## src/rtl/bas_pkg.sv

```systemverilog
package bas_pkg;

    localparam int BEAT_W = 2;
    localparam int BEATS  = 1 << BEAT_W;

    typedef enum logic [2:0] {
        CMD_IDLE  = 3'd0,
        CMD_LOAD  = 3'd1,
        CMD_STEP  = 3'd2,
        CMD_HOLD  = 3'd3,
        CMD_DESEL = 3'd4
    } bas_cmd_e;

    typedef enum logic {
        ORD_LINEAR     = 1'b0,
        ORD_INTERLEAVE = 1'b1
    } bas_order_e;

    typedef struct packed {
        logic [BEAT_W-1:0] beat;
        logic              active;
        logic              start;
    } bas_state_t;

    // Low address bits for a given beat of a burst
    function automatic logic [BEAT_W-1:0] beat_low(
        input bas_order_e        ord,
        input logic [BEAT_W-1:0] first,
        input logic [BEAT_W-1:0] beat
    );
        if (ord == ORD_INTERLEAVE)
            return first ^ beat;
        else
            return first + beat;
    endfunction

endpackage

```

## src/rtl/bas_decode.sv

```systemverilog
module bas_decode
    import bas_pkg::*;
(
    input  logic     proc_stb_n,
    input  logic     ctrl_stb_n,
    input  logic     adv_n,
    input  logic     prim_ce_n,
    input  logic     sel_ok,
    input  logic     active,
    output bas_cmd_e cmd
);

    logic proc_req;
    logic load_req;

    // Processor strobe only counts with the primary enable asserted
    assign proc_req = ~proc_stb_n & ~prim_ce_n;
    assign load_req = proc_req | ~ctrl_stb_n;

    always_comb begin
        if (load_req)
            cmd = sel_ok ? CMD_LOAD : CMD_DESEL;
        else if (!active)
            cmd = CMD_IDLE;
        else if (!adv_n)
            cmd = CMD_STEP;
        else
            cmd = CMD_HOLD;
    end

endmodule

```

## src/rtl/bas_counter.sv

```systemverilog
module bas_counter
    import bas_pkg::*;
#(
    parameter int AW = 17
) (
    input  logic          clk,
    input  logic          rst,
    input  bas_cmd_e      cmd,
    input  logic [AW-1:0] ext_addr,
    output logic [AW-1:0] base_q,
    output bas_state_t    st_q
);

    bas_state_t    st_d;
    logic [AW-1:0] base_d;

    always_comb begin
        st_d       = st_q;
        base_d     = base_q;
        st_d.start = 1'b0;
        unique case (cmd)
            CMD_LOAD: begin
                base_d      = ext_addr;
                st_d.beat   = '0;
                st_d.active = 1'b1;
                st_d.start  = 1'b1;
            end
            CMD_STEP:  st_d.beat   = st_q.beat + 1'b1;
            CMD_DESEL: st_d.active = 1'b0;
            default: ;
        endcase
    end

    always_ff @(posedge clk) begin
        if (rst) begin
            base_q <= '0;
            st_q   <= '0;
        end else begin
            base_q <= base_d;
            st_q   <= st_d;
        end
    end

endmodule

```

## src/rtl/bas_addr_map.sv

```systemverilog
module bas_addr_map
    import bas_pkg::*;
#(
    parameter int AW = 17
) (
    input  bas_order_e        ord,
    input  logic [AW-1:0]     base,
    input  logic [BEAT_W-1:0] beat,
    output logic [AW-1:0]     word_addr
);

    localparam int UW = AW - BEAT_W;

    generate
        if (UW > 0) begin : g_upper
            assign word_addr[AW-1:BEAT_W] = base[AW-1:BEAT_W];
        end
    endgenerate

    assign word_addr[BEAT_W-1:0] = beat_low(ord, base[BEAT_W-1:0], beat);

endmodule

```

## src/rtl/burst_addr_seq.sv

```systemverilog
module burst_addr_seq
    import bas_pkg::*;
#(
    parameter int AW = 17
) (
    input  logic          clk,
    input  logic          rst,
    input  logic [AW-1:0] ext_addr,
    input  logic          proc_stb_n,
    input  logic          ctrl_stb_n,
    input  logic          adv_n,
    input  logic          prim_ce_n,
    input  logic          sel_ok,
    input  logic          order_sel,
    output logic [AW-1:0] word_addr,
    output logic          burst_start,
    output logic          burst_active
);

    bas_cmd_e      cmd;
    bas_state_t    st_q;
    logic [AW-1:0] base_q;
    bas_order_e    ord;

    assign ord = bas_order_e'(order_sel);

    bas_decode u_decode (
        .proc_stb_n (proc_stb_n),
        .ctrl_stb_n (ctrl_stb_n),
        .adv_n      (adv_n),
        .prim_ce_n  (prim_ce_n),
        .sel_ok     (sel_ok),
        .active     (st_q.active),
        .cmd        (cmd)
    );

    bas_counter #(.AW(AW)) u_counter (
        .clk      (clk),
        .rst      (rst),
        .cmd      (cmd),
        .ext_addr (ext_addr),
        .base_q   (base_q),
        .st_q     (st_q)
    );

    bas_addr_map #(.AW(AW)) u_map (
        .ord       (ord),
        .base      (base_q),
        .beat      (st_q.beat),
        .word_addr (word_addr)
    );

    assign burst_start  = st_q.start;
    assign burst_active = st_q.active;

endmodule

```

## config.mk

```make
export PLATFORM = sky130hd
export DESIGN_NAME = burst_addr_seq
export DESIGN_NICKNAME = d
export VERILOG_FILES = /design/src/rtl/bas_pkg.sv /design/src/rtl/bas_decode.sv /design/src/rtl/bas_counter.sv /design/src/rtl/bas_addr_map.sv /design/src/rtl/burst_addr_seq.sv
export SDC_FILE = /design/constraint.sdc
export NUM_CORES = 1
export LEC_CHECK = 0
export BUFFER_PORTS_ARGS = -buffer_cell sky130_fd_sc_hd__buf_4
export CAP_MARGIN = 20
export CORE_MARGIN = 4
export CORE_UTILIZATION = 30
export DETAILED_ROUTE_END_ITERATION = 6
export PLACE_DENSITY = 0.56
export SYNTH_ARGS = -nofsm -noshare
export SYNTH_HDL_FRONTEND = slang
export SYNTH_SLANG_ARGS = --single-unit
```

## constraint.sdc

```tcl
create_clock -name clk -period 1.3 [get_ports clk]
set_input_delay 0.065 -clock clk [delete_from_list [all_inputs] [get_ports clk]]
set_output_delay 0.065 -clock clk [all_outputs]
set_load 0.005 [all_outputs]
```

### Word level (Yosys, flattened, before mapping)

Index checks and enable logic that the tools add are counted.

| word-level totals | value |
|---|---|
| output and inout port bits | 19 |
| bits in registers | 21 |
| logic and storage cells | 25 |
| input bits | 25 |

| operators by class | value |
|---|---|
| equal/unequal tests | 3 |
| muxes and demuxes | 8 |
| bitwise gates (word level) | 6 |
| $add $sub $neg | 2 |
| reduce and logical (&&, ||, !) cells | 2 |

Operators by type and width:

| cell | count |
|---|---|
| $mux 3 | 3 |
| $pmux 2 s2 | 1 |
| $reduce_bool 2->1 | 2 |
| $eq 3x1->1 const B | 1 |
| $eq 3x2->1 const B | 1 |
| $eq 3x3->1 const B | 1 |
| $not 1->1 | 3 |
| $add 2x1->2 const B | 1 |
| $add 2x2->2 | 1 |
| $mux 1 | 2 |
| $mux 2 | 1 |
| $pmux 1 s2 | 1 |
| $xor 2x2->2 | 1 |
| $and 1x1->1 | 1 |
| $or 1x1->1 | 1 |

### Depth between registers and ports, before layout

| depth | value |
|---|---|
| depth in word-level cells | 6 |
| mapped depth | 5 |
| depth with buffers taken out | 3 |

### Cells and area by module

Synthesis repeated with hierarchy kept, for this count alone.

| unflattened totals | value |
|---|---|
| cell total of the unflattened synthesis | 104 |
| area, all modules | 994.7 um2 |

Modules (own cells, without submodules):

| module | instances | area an instance (um2) | seq. area each (um2) | cells each |
|---|---|---|---|---|
| bas_counter | 1 | 809.5 | 420.4 | 79 |
| bas_addr_map | 1 | 148.9 | 0.0 | 19 |
| bas_decode | 1 | 36.3 | 0.0 | 6 |

### Worst setup path after synthesis

No wires, ideal clock.

| path | value |
|---|---|
| path type | register -> register |
| start point | register u_counter.st_q[1] (netlist name) |
| end point | register u_counter.st_q[3] (netlist name) |
| period minus slack after synthesis | 1.094 ns |
| required time | 1.212 ns |
| setup slack | 0.206 ns |
| path buffers | 0 |
| arrival | 1.006 ns |
| setup time | 0.088 ns |
| cell stages (with the launch flop) | 4 |
| cells stage by stage | dfxtp_1 -> o211ai_2 -> or3_1 -> a311oi_2 |

| between the ends | value |
|---|---|
| longest elaborated chain between the ends | 4 |
| elaborated cells between the ends (all ways) | 6 |
| classes of those cells | eq/ne: 2; mux: 3; reduce/logical: 1 |

Ends and longest elaborated chain:

| item | RTL line | text |
|---|---|---|
| $mux 3 * | bas_decode.sv:23 | `else if (!active)` |
| $mux 3 * | bas_decode.sv:21 | `if (load_req)` |
| $eq 3x2->1 or $eq 3x1->1 (tied branches) | bas_counter.sv:21 | `unique case (cmd)` |
| $pmux 2 s2 or $reduce_bool 2->1 (tied branches) | -- |  |

Every way passes the cells marked *; elsewhere a longest branch is shown, timed or not.
A chain may end at the register's enable or synchronous reset.

### Worst setup path in the final report

| path | value |
|---|---|
| start point | register u_counter.base_q[0] |
| end point | output port word_addr[1] |

| between the ends | value |
|---|---|
| longest elaborated chain between the ends | 2 |

Ends and longest elaborated chain:

| item | RTL line | text |
|---|---|---|
| start, declared | bas_counter.sv:10 | `output logic [AW-1:0] base_q,` |
| start signal, assigned | bas_counter.sv:39 | `base_q <= base_d;` |
| $add 2x2->2 | bas_pkg.sv:34 | `return first + beat;` |
| $mux 2 | bas_pkg.sv:31 | `if (ord == ORD_INTERLEAVE)` |
| end, declared | burst_addr_seq.sv:15 | `output logic [AW-1:0] word_addr,` |

Every way passes these cells.

==> impl_metrics.tcl <==
set metrics [dict create \
    drive_above_1_share_pct 41.10 \
    path_buf_inv 1 \
    remaining_drc_errors 0 \
    hold_viol_final 0 \
    num-fill-cells 324 \
    finalSetupTns_ns 0 \
    syn_area_um2 955.9 \
    fin_nets 173 \
    post_synth_num_cell_types 22 \
    initial_utilization_pct 31.31 \
    grt_pass1_vias 882 \
    synth_warnings 0 \
    drv_slew 0 \
    worstMarginPinSlew_ns 0.3392 \
    grt_pass1_wl_um 3933 \
    die_x_um 64.45 \
    drtAntennaViolNets 0 \
    yosys.area_share.simple_pct 11.65 \
    path_delay_family "flip-flops" \
    stdcell_count 190 \
    cpPeakStageDelay_ns 0.34 \
    synth-xor-area-share_pct 1.832 \
    yosysSeqAreaShare_pct 43.98 \
    max_slew_margin_pct 77.38 \
    diodes 0 \
    synthAdderAreaFrac_pct 1.309 \
    die_area_mm2 0.004154 \
    overflow 0 \
    gp_congestion 0.7061 \
    synth_mux_area_share_pct 0 \
    io-pin-count 44 \
    worstPathMaxFanout 2 \
    core-area_mm2 0.003053 \
    max_freq_ghz 0.7908 \
    cap_violations 0 \
    layout_common_cells "buf_4 (48), dfxtp_1 (19), a21oi_1 (18)" \
    mostFrequentLayoutCell "buf_4" \
    hp-class "input port to flip-flop" \
    outcome "finished clean" \
    critPathLaunchType "flip-flop" \
    rsz0062_at_grt "yes" \
    min_period_ns 1.265 \
    worst-setup-path-type "flip-flop to output port" \
    dpl.hpwl_um 1743 \
    cts_tree "done" \
    path_cells "ha_2, nor2b_4, xnor2_2, buf_4" \
    io_buffer_count 43 \
    synth_top_family_by_area "compound AO/OA/AOI/OAI gates" \
    finalCritPeriodShare_pct 97.27 \
    ys_ff_latch 21 \
    post_drt_via_cell_ratio 4.853 \
    cp.arrival_ns 1.20 \
    clock-root-buffer "clkbuf_4" \
    clk_latency_ns 0.31 \
    wire_per_inst_um 13.02 \
    cts-buffers-inserted 3 \
    final_core_util_pct 42.99 \
    power.leakage_nw 0.5556 \
    irDropWorstVdd_uv 603.0 \
    crit_required_ns 1.24 \
    synth_compound_area_share_pct 25.13 \
    synthToLayoutAreaGrowth_pct 37.30 \
    synthCells 112 \
    worst_hold_slack_ns 0.002264 \
    synth.avg_cell_area_um2 8.535 \
    slowest_stage "dfxtp_2" \
    drt_first_iter_violations 23 \
    antenna_found_initial 0 \
    fin_skew_ns 0.0001369 \
    clkTransAtPathRegs_ns 0.13 \
    dp_cells 181 \
    std_cell_rows 20 \
    dr_total_vias 922 \
    track_usage_pct 11.88 \
    drt_wl_total_um 2474 \
    max-clock-path-buffers 2 \
    grt_max_degree 23 \
    cts_sinks 21 \
    syn_nets 138 \
    finalSetupViolCount 0 \
    cts_max_level 1 \
    die_h_um 64.45 \
    end_kind "output port" \
    p_per_area_mw_per_mm2 947.4 \
    finalPower_mw 1.243 \
    firstDrtPassIters 3 \
]
==> flip-flops by register name, indices dropped and copies added, names as in the netlist <==
register,flops
u_counter.base_q,17
u_counter.st_q,4
==> worst register-to-register path, stage by stage, from the launching register on <==
cell,delay (ns)
dfxtp_2,0.34
buf_4,0.13
or3_1,0.40
a311oi_2,0.24
==> final cells by class <==
class                      count  area [µm²]  share of cell area (%)
multi-input combinational     67       399.1                   30.41
sequential                    21       422.9                   32.22
timing repair buffer          52       400.4                   30.51
clock buffer                   3       22.52                   1.716
inverter                       2       7.507                  0.5720
tap                           44       55.05                   4.194
clock inverter                 1       5.005                  0.3813
==> final timing paths <==
kind                                     startpoint                   to  slack, ns  cells after the start
worst max-delay path            u_counter.base_q[0]         word_addr[1]       0.04                      4
worst min register to register  u_counter.base_q[8]  u_counter.base_q[8]       0.48                      2
worst max register to register    u_counter.st_q[2]    u_counter.st_q[3]       0.11                      3
worst min-delay path                    ext_addr[1]  u_counter.base_q[1]      0.002                      3
==> Yosys cell counts (all sizes together) <==
cell type / n / area, µm²
o21a: 1 / 7.510
o22ai: 2 / 12.51
nor2: 1 / 3.750
dfxtp: 21 / 420.4
inv: 2 / 7.510
xnor2: 2 / 17.52
clkbuf: 5 / 21.27
nand2b: 1 / 6.260
ha: 1 / 12.51
a311oi: 1 / 15.01
or3: 1 / 6.260
nand3: 17 / 85.08
o211ai: 1 / 12.51
a41oi: 1 / 8.760
a21oi: 18 / 90.09
o21ai: 18 / 93.84
nor2b: 1 / 6.260
buf: 17 / 125.1
nand2: 1 / 3.750
==> metal layers <==
layer	GRT usage, %	up-vias	wire, µm
li1	-	452	-
met4	1.847	0	27
met1	14.04	433	1023
met5	0	-	0
met2	20.62	33	1232
met3	4.679	4	191
==> per-stage QoR <==
stage	cell area (µm²)	worst slack (ns)
6_report	1313	0.03544
5_1_grt	1313	-0.03708
4_1_cts	1284	0.006837
3_5_place_dp	1217	0.1485
3_3_place_gp	1217	0.2106
2_1_floorplan	955.9	0.2059
==> power by group <==
part           internal (mW)  total (mW)  switching [mW]  leakage (nW)
Clock                  0.115       0.312           0.197        0.0177
Sequential             0.676       0.692          0.0160         0.173
Combinational          0.131       0.239           0.108         0.365
==> kinds of logic (layout without fill, tap and decap cells) <==
group | Yosys count | count (layout)
xor gates and xnor gates | 2 | 2
DFF | 21 | 21
and+or+nand+nor | 22 | 22
adders and majority gates | 1 | 1
AOI/OAI and AO/OA | 42 | 42
buffers and inverters | 24 | 58
==> repair_timing <==
action	4_1_cts	5_1_grt
pin swaps	0	2
gates resized for setup	1	5
hold buffers	3	1
setup endpoints to repair	1	1
setup buffers	1	0
hold endpoints to repair	3	1
Note: power is estimated with default switching activity, not from simulation.
